**src/rtl/irqc_pkg.sv**
```systemverilog
// Package irqc_pkg
// Shared constants for the interrupt controller: register offsets,
// bank region codes and the reserved spurious identifier.
package irqc_pkg;
    localparam int          ID_W      = 10;
    localparam int          PRIO_W    = 8;
    localparam logic [9:0]  SPURIOUS  = 10'h3FF;

    localparam logic [11:0] A_DCTL    = 12'h000;
    localparam logic [11:0] A_CCTL    = 12'h004;
    localparam logic [11:0] A_MASK    = 12'h008;
    localparam logic [11:0] A_ACK     = 12'h00C;
    localparam logic [11:0] A_EOI     = 12'h010;
    localparam logic [11:0] A_ARST    = 12'h014;

    // Region codes taken from address bits 11:6, 16 words per region
    localparam logic [5:0]  R_SET_EN  = 6'h04;
    localparam logic [5:0]  R_CLR_EN  = 6'h05;
    localparam logic [5:0]  R_SET_PD  = 6'h06;
    localparam logic [5:0]  R_CLR_PD  = 6'h07;
    localparam logic [5:0]  R_SET_AC  = 6'h08;
    localparam logic [5:0]  R_CLR_AC  = 6'h09;
    // Priority region: address bits 11:10 == 2'b01
    localparam logic [1:0]  R_PRIO    = 2'b01;
endpackage

```
**src/rtl/irqc_bitbank.sv**
```systemverilog
// Module irqc_bitbank
// Holds one state bit per interrupt. Software can set or clear the bits a
// 32-bit word at a time, and hardware can set or clear individual bits.
// When a set and a clear hit the same bit in the same cycle, the clear wins.
// Assumes N_IRQ is a multiple of 32 and no larger than 512.
module irqc_bitbank #(
    parameter int N_IRQ = 64
) (
    input  logic             clk,
    input  logic             rst_n,
    input  logic             sw_set,
    input  logic             sw_clr,
    input  logic [3:0]       word_idx,
    input  logic [31:0]      wdata,
    input  logic [N_IRQ-1:0] hw_set,
    input  logic [N_IRQ-1:0] hw_clr,
    output logic [N_IRQ-1:0] bits_q
);
    localparam int NW = N_IRQ / 32;

    logic [N_IRQ-1:0] set_m;
    logic [N_IRQ-1:0] clr_m;

    // Expand a software word write into a per-interrupt mask
    generate
        for (genvar w = 0; w < NW; w++) begin : g_word
            assign set_m[w*32 +: 32] = (sw_set && (word_idx == 4'(w))) ? wdata : '0;
            assign clr_m[w*32 +: 32] = (sw_clr && (word_idx == 4'(w))) ? wdata : '0;
        end
    endgenerate

    // State update: set first, then clear, so a clear wins a collision
    always_ff @(posedge clk) begin
        if (!rst_n) bits_q <= '0;
        else        bits_q <= (bits_q | set_m | hw_set) & ~(clr_m | hw_clr);
    end
endmodule

```
**src/rtl/irqc_prio_file.sv**
```systemverilog
// Module irqc_prio_file
// Stores an 8-bit priority for each interrupt, four to a 32-bit word.
// Each word is written whole. Assumes N_IRQ is a multiple of 4.
module irqc_prio_file #(
    parameter int N_IRQ = 64
) (
    input  logic               clk,
    input  logic               rst_n,
    input  logic               we,
    input  logic [7:0]         word_idx,
    input  logic [31:0]        wdata,
    output logic [N_IRQ*8-1:0] prio_flat
);
    localparam int NPW = N_IRQ / 4;

    generate
        for (genvar k = 0; k < NPW; k++) begin : g_pw
            logic [31:0] word_q;
            // Word k captures the write data when it is addressed
            always_ff @(posedge clk) begin
                if (!rst_n)                           word_q <= '0;
                else if (we && (word_idx == 8'(k)))   word_q <= wdata;
            end
            assign prio_flat[k*32 +: 32] = word_q;
        end
    endgenerate
endmodule

```
**src/rtl/irqc_select.sv**
```systemverilog
// Module irqc_select
// Combinational selector. Among the candidate lines it finds the one with
// the lowest priority value, and on equal values the lowest index.
// The clock and reset are used only by the embedded check.
module irqc_select #(
    parameter int N_IRQ = 64
) (
    input  logic               clk,
    input  logic               rst_n,
    input  logic [N_IRQ-1:0]   cand,
    input  logic [N_IRQ*8-1:0] prio_flat,
    output logic               found,
    output logic [9:0]         win_id,
    output logic [7:0]         win_prio
);
    // Linear scan; a strict compare keeps the earlier (lower) ID on ties
    always_comb begin
        found    = 1'b0;
        win_id   = '0;
        win_prio = 8'hFF;
        for (int i = 0; i < N_IRQ; i++) begin
            if (cand[i] && (!found || (prio_flat[i*8 +: 8] < win_prio))) begin
                found    = 1'b1;
                win_id   = 10'(i);
                win_prio = prio_flat[i*8 +: 8];
            end
        end
    end


    pick_any_chk: assert property (@(posedge clk) disable iff (!rst_n)
        (|cand) |-> found);
endmodule

```
**src/rtl/irqc_top.sv**
```systemverilog
// Module irqc_top
// Single-CPU prioritising interrupt controller. It decodes the register bus,
// holds the enable, pending, active and priority state, gates the winner
// with the mask and the two enables, and carries out the acknowledge and
// end-of-interrupt handshake. Assumes N_IRQ is a multiple of 32 and no
// larger than 512. Read data is registered one cycle after the strobe.
module irqc_top
    import irqc_pkg::*;
#(
    parameter int N_IRQ = 64
) (
    input  logic             clk,
    input  logic             rst_n,
    input  logic [N_IRQ-1:0] irq_in,
    input  logic             bus_en,
    input  logic             bus_we,
    input  logic [11:0]      bus_addr,
    input  logic [31:0]      bus_wdata,
    output logic [31:0]      bus_rdata,
    output logic             irq_out
);
    localparam int NW  = N_IRQ / 32;
    localparam int NPW = N_IRQ / 4;

    logic             wr, rd;
    logic [5:0]       region;
    logic [3:0]       widx;
    logic [7:0]       pidx;
    logic             dist_en, cpu_en;
    logic [7:0]       mask_q;
    logic [N_IRQ-1:0] en_q, spend_q, act_q, pend, cand;
    logic [N_IRQ-1:0] ack_vec, eoi_vec, act_clr;
    logic [N_IRQ*8-1:0] prio_flat;
    logic             found, qualify, ack_rd, ack_take, eoi_wr, arst;
    logic [9:0]       sel_id;
    logic [7:0]       sel_prio;
    logic [31:0]      en_w, pd_w, ac_w, pr_w, rd_val;

    // Bus decode
    assign wr     = bus_en & bus_we;
    assign rd     = bus_en & ~bus_we;
    assign region = bus_addr[11:6];
    assign widx   = bus_addr[5:2];
    assign pidx   = bus_addr[9:2];
    assign ack_rd = rd && (bus_addr == A_ACK);
    assign eoi_wr = wr && (bus_addr == A_EOI);
    assign arst   = wr && (bus_addr == A_ARST) && (bus_wdata == 32'd0);

    irqc_bitbank #(.N_IRQ(N_IRQ)) u_enable (
        .clk(clk), .rst_n(rst_n),
        .sw_set(wr && region == R_SET_EN), .sw_clr(wr && region == R_CLR_EN),
        .word_idx(widx), .wdata(bus_wdata),
        .hw_set('0), .hw_clr('0), .bits_q(en_q));

    irqc_bitbank #(.N_IRQ(N_IRQ)) u_softpend (
        .clk(clk), .rst_n(rst_n),
        .sw_set(wr && region == R_SET_PD), .sw_clr(wr && region == R_CLR_PD),
        .word_idx(widx), .wdata(bus_wdata),
        .hw_set('0), .hw_clr(ack_vec), .bits_q(spend_q));

    irqc_bitbank #(.N_IRQ(N_IRQ)) u_active (
        .clk(clk), .rst_n(rst_n),
        .sw_set(wr && region == R_SET_AC), .sw_clr(wr && region == R_CLR_AC),
        .word_idx(widx), .wdata(bus_wdata),
        .hw_set(ack_vec), .hw_clr(act_clr), .bits_q(act_q));

    irqc_prio_file #(.N_IRQ(N_IRQ)) u_prio (
        .clk(clk), .rst_n(rst_n),
        .we(wr && bus_addr[11:10] == R_PRIO), .word_idx(pidx),
        .wdata(bus_wdata), .prio_flat(prio_flat));

    // Candidate set: enabled, pending by level or software, not in service
    assign pend = spend_q | irq_in;
    assign cand = en_q & pend & ~act_q;

    irqc_select #(.N_IRQ(N_IRQ)) u_select (
        .clk(clk), .rst_n(rst_n), .cand(cand), .prio_flat(prio_flat),
        .found(found), .win_id(sel_id), .win_prio(sel_prio));

    // Gate the winner with both enables and the mask
    assign qualify  = found && dist_en && cpu_en && (sel_prio < mask_q);
    assign ack_take = ack_rd && qualify;

    // One-hot claim and release vectors
    generate
        for (genvar i = 0; i < N_IRQ; i++) begin : g_hs
            assign ack_vec[i] = ack_take && (sel_id == 10'(i));
            assign eoi_vec[i] = eoi_wr && (bus_wdata[9:0] == 10'(i));
        end
    endgenerate
    assign act_clr = eoi_vec | {N_IRQ{arst}};

    // Control registers: forwarding enable, CPU enable, priority mask
    always_ff @(posedge clk) begin
        if (!rst_n) begin
            dist_en <= 1'b0;
            cpu_en  <= 1'b0;
            mask_q  <= 8'h00;
        end else if (wr) begin
            if (bus_addr == A_DCTL) dist_en <= bus_wdata[0];
            if (bus_addr == A_CCTL) cpu_en  <= bus_wdata[0];
            if (bus_addr == A_MASK) mask_q  <= bus_wdata[7:0];
        end
    end

    // Registered interrupt request
    always_ff @(posedge clk) begin
        if (!rst_n) irq_out <= 1'b0;
        else        irq_out <= qualify;
    end

    // Word selection for bank and priority reads
    always_comb begin
        en_w = '0;
        pd_w = '0;
        ac_w = '0;
        pr_w = '0;
        for (int w = 0; w < NW; w++) begin
            if (widx == 4'(w)) begin
                en_w = en_q[w*32 +: 32];
                pd_w = pend[w*32 +: 32];
                ac_w = act_q[w*32 +: 32];
            end
        end
        for (int k = 0; k < NPW; k++) begin
            if (pidx == 8'(k)) pr_w = prio_flat[k*32 +: 32];
        end
    end

    // Read multiplexer
    always_comb begin
        rd_val = '0;
        if (bus_addr == A_DCTL)                          rd_val = {31'd0, dist_en};
        else if (bus_addr == A_CCTL)                     rd_val = {31'd0, cpu_en};
        else if (bus_addr == A_MASK)                     rd_val = {24'd0, mask_q};
        else if (bus_addr == A_ACK)                      rd_val = {22'd0, qualify ? sel_id : SPURIOUS};
        else if (region == R_SET_EN || region == R_CLR_EN) rd_val = en_w;
        else if (region == R_SET_PD || region == R_CLR_PD) rd_val = pd_w;
        else if (region == R_SET_AC || region == R_CLR_AC) rd_val = ac_w;
        else if (bus_addr[11:10] == R_PRIO)              rd_val = pr_w;
    end

    // Read data register
    always_ff @(posedge clk) begin
        if (!rst_n)  bus_rdata <= '0;
        else if (rd) bus_rdata <= rd_val;
    end


    ack_claim_chk: assert property (@(posedge clk) disable iff (!rst_n)
        ack_take |=> ((act_q & $past(ack_vec)) == $past(ack_vec)));

    ack_spur_chk: assert property (@(posedge clk) disable iff (!rst_n)
        (ack_rd && !qualify) |=> (bus_rdata == 32'h0000_03FF));

    irq_gate_chk: assert property (@(posedge clk) disable iff (!rst_n)
        irq_out |-> $past(dist_en && cpu_en));

    irq_mask_chk: assert property (@(posedge clk) disable iff (!rst_n)
        irq_out |-> $past(sel_prio < mask_q));

    act_reset_chk: assert property (@(posedge clk) disable iff (!rst_n)
        arst |=> (act_q == '0));
endmodule

```
**config.mk**
```make
export PLATFORM = sky130hd
export DESIGN_NAME = irqc_top
export DESIGN_NICKNAME = d
export VERILOG_FILES = /design/src/rtl/irqc_pkg.sv /design/src/rtl/irqc_bitbank.sv /design/src/rtl/irqc_prio_file.sv /design/src/rtl/irqc_select.sv /design/src/rtl/irqc_top.sv
export SDC_FILE = /design/constraint.sdc
export NUM_CORES = 2
export LEC_CHECK = 0
export BUFFER_PORTS_ARGS = -buffer_cell sky130_fd_sc_hd__buf_2
export CORE_MARGIN = 5
export CORE_UTILIZATION = 30
export CTS_CLUSTER_SIZE = 14
export DETAILED_ROUTE_END_ITERATION = 10
export SLEW_MARGIN = 30
export SYNTH_ARGS = -nofsm -noshare
export SYNTH_HDL_FRONTEND = slang
export SYNTH_SLANG_ARGS = --single-unit
```
**constraint.sdc**
```tcl
create_clock -name clk -period 192 [get_ports clk]
set_input_delay 38.4 -clock clk [delete_from_list [all_inputs] [get_ports clk]]
set_output_delay 38.4 -clock clk [all_outputs]
set_load 0.01 [all_outputs]
```
==> flow_summary_export.csv <==
group,metric,value,unit
setup_path,cp.arrival,178820,ps
route,wl_per_cell,29.32,microns
synth,synth_fp_nets,8430,
power_and_ir_drop,pwr_density_cell,5.578,nW/um^2
setup_path,critPathMaxStageDelay,770,ps
synth,ys_seq_area_frac,0.2587,
timing,setup_violations,0,
timing,fin_hold_ws,460.7,ps
synth,ys_ff_latch,747,
final_layout,drive_above_1_share,0.1129,
final_layout,final_common_cell,"nand2_1",
run,maxCapViolCount,0,
final_layout,final_cells,10410,
floorplan,rows,161,
setup_path,crit_path_frequent_cell,"a21oi_1",
setup_path,slowest_stage,"a2111oi_4",
placement,placed_area,60280,sq um
setup_path,cp-end-kind,"flop",
status,status,"finished, final reports clean",
clocking,max-clock-path-buffers,3,
final_layout,area_delta_synth_final,9.649,%
global_routing,grt_max_degree,158,
timing,worst_pin_slew,1239,ps
route,drc,0,
setup_path,cp-start-kind,"primary input",
route,final_antenna_net_count,0,
route,drt-pass1-iter-count,10,
worst_hold_path,hold_path.class,"reg -> reg",
synth,synthCells,7990,
timing,setup_tns,0,ps
synth,syn_avg_cell_area,7.235,sq um
global_routing,gr-total-overflow,0,
final_layout,final_core_util,0.3298,
clocking,cts_resized,0,
synth,yosys_warnings,0,
floorplan,io-pin-count,145,
floorplan,core_area,192200,sq um
final_layout,stdcell_area,63390,sq um
timing,period_needed,178260,ps
timing,skew,38.62,ps
placement,finalWeightedCongestion,1.049,
global_routing,antenna_found_initial,26,
setup_path,cp.required,192550,ps
global_routing,grt_pass1_wl,426000,microns
floorplan,die-area,201600,sq um
synth,synthFlopType,"dfxtp_1",
timing,setup_ws,13740,ps
final_layout,final_cell_mix,"1,453 x nand2_1, 1,240 x a21oi_1, 747 x dfxtp_1",
floorplan,die_x,449.0,microns
timing,rsz0062_at_grt,"no",
synth,synth-edff-count,0,
clocking,path_clk_slew,60,ps
placement,dp.cells,10240,
timing,final-hold-violation-count,0,
placement,io_buffers,144,
final_layout,fin_nets,8239,
setup_path,crit_fanout,32,
synth,synthArstFlopShare,0,
route,wirelength,305300,microns
synth,syn_area,57810,sq um
clocking,cts_root_buffer,"clkbuf_16",
timing,fmax,5.610,MHz
clocking,h-tree-depth,3,
clocking,cts_buffers,85,
clocking,worst_skew_pair.late_latency,720,ps
timing,min_period_over_period,0.9285,
setup_path,criticalPathCategory,"in -> reg",
power_and_ir_drop,finalPower,353.6,uW
route,vias_per_cell,6.252,
placement,dpl.hpwl,226500,microns
clocking,hold_buffers,0,
timing,final_max_slew_viol_count,0,
global_routing,grt_usage,0.2838,
route,first_iter_violations,10100,
global_routing,grt_pass1_vias,57830,
clocking,cts_tree,"yes",
clocking,clkSinkCount,747,
clocking,post_cts_buffers,0,
synth,ys_types,169,
floorplan,die_y,449.0,microns
floorplan,initial_core_util,0.3008,
power_and_ir_drop,p_leak,24.31,nW
route,vias,65090,
timing,relSlewSlack,0.1738,
power_and_ir_drop,ir_worst_vdd,0.006464,mV
placement,pre_cts_slack,15770,ps
[area by class of cell]
type | instances | area, sq um
Clock inverter | 35 | 460.4
Tap cell | 2526 | 3161
Clock buffer | 119 | 2496
Multi-Input combinational cell | 6371 | 39300
Antenna cell | 18 | 45.04
Inverter | 310 | 1171
Timing Repair Buffer | 284 | 1795
Fill cell | 20650 | 128800
Sequential cell | 747 | 14950
[Yosys cell counts (72+ instances only)]
library cell  number  area share
a211o_1           77       0.012
a211oi_1         114       0.015
a21o_1           103       0.013
a21oi_1         1241        0.11
a221oi_1          76       0.012
a22oi_1          160       0.021
clkbuf_1         410       0.027
dfxtp_1          747        0.26
ha_1             328       0.071
inv_1            309       0.020
mux2i_1           88       0.015
nand2_1         1460       0.095
nand3_1          118       0.010
nand4_1           72      0.0078
nor2_1           580       0.038
nor2b_1          112       0.012
nor3_1           101      0.0087
o21ai_0          375       0.032
o22ai_1           99       0.011
[worst max-delay path, delay by kind of cell]
family | cells | cell delay, ps
compound gates | 330 | 74400
fa+ha+maj | 64 | 18970
buf+inv | 37 | 3750
mux | 20 | 6390
simple gates | 192 | 36450
[sequential cells by signal, indices dropped and copies added (netlist names)]
signal,cells
bus_rdata,32
cpu_en,1
dist_en,1
irq_out,1
mask_q,8
u_active.bits_q,64
u_enable.bits_q,64
u_prio.g_pw.word_q,512
u_softpend.bits_q,64
[cells by family (layout without fill, tap and decap cells)]
| family | count (synthesis) | after routing | synth area share |
|---|---|---|---|
| AO/OA/AOI/OAI | 2925 | 2925 | 0.3299 |
| AND/OR/NAND/NOR | 2875 | 2875 | 0.2265 |
| buffers and inverters | 872 | 748 | 0.06902 |
| flip-flops | 747 | 747 | 0.2587 |
| adder cells (fa/ha/maj) | 365 | 365 | 0.07757 |
| multiplexers | 178 | 178 | 0.03405 |
| XOR/XNOR | 28 | 28 | 0.004242 |
| other | 0 | 18 | 0 |
[path summary, 6_finish.rpt]
| check | startpoint | endpoint | slack [ps] | cells after the start |
|---|---|---|---|---|
| worst min-delay path | bus_rdata[1] | bus_rdata[1] | 460 | 2 |
| worst max register to register | u_enable.bits_q[0] | u_softpend.bits_q[43] | 51130 | 641 |
| worst max-delay path | irq_in[0] | u_softpend.bits_q[43] | 13740 | 643 |
| worst min register to register | bus_rdata[1] | bus_rdata[1] | 460 | 2 |
[report_power, final]
part	total, mW	switching (mW)	internal [mW]
clock	0.178	0.0761	0.102
combinational	0.0204	0.0168	0.00355
sequential	0.155	0.0000664	0.155
[per-layer routing]
metal  GRT usage  vias up  part of all wire
li1            -    28680                 -
met1      0.3645    31180              0.39
met2      0.4094     4317              0.40
met3     0.08105      907              0.12
met4      0.1942        8             0.082
met5           0        -           0.00023
(Power assumes the default switching activity.)
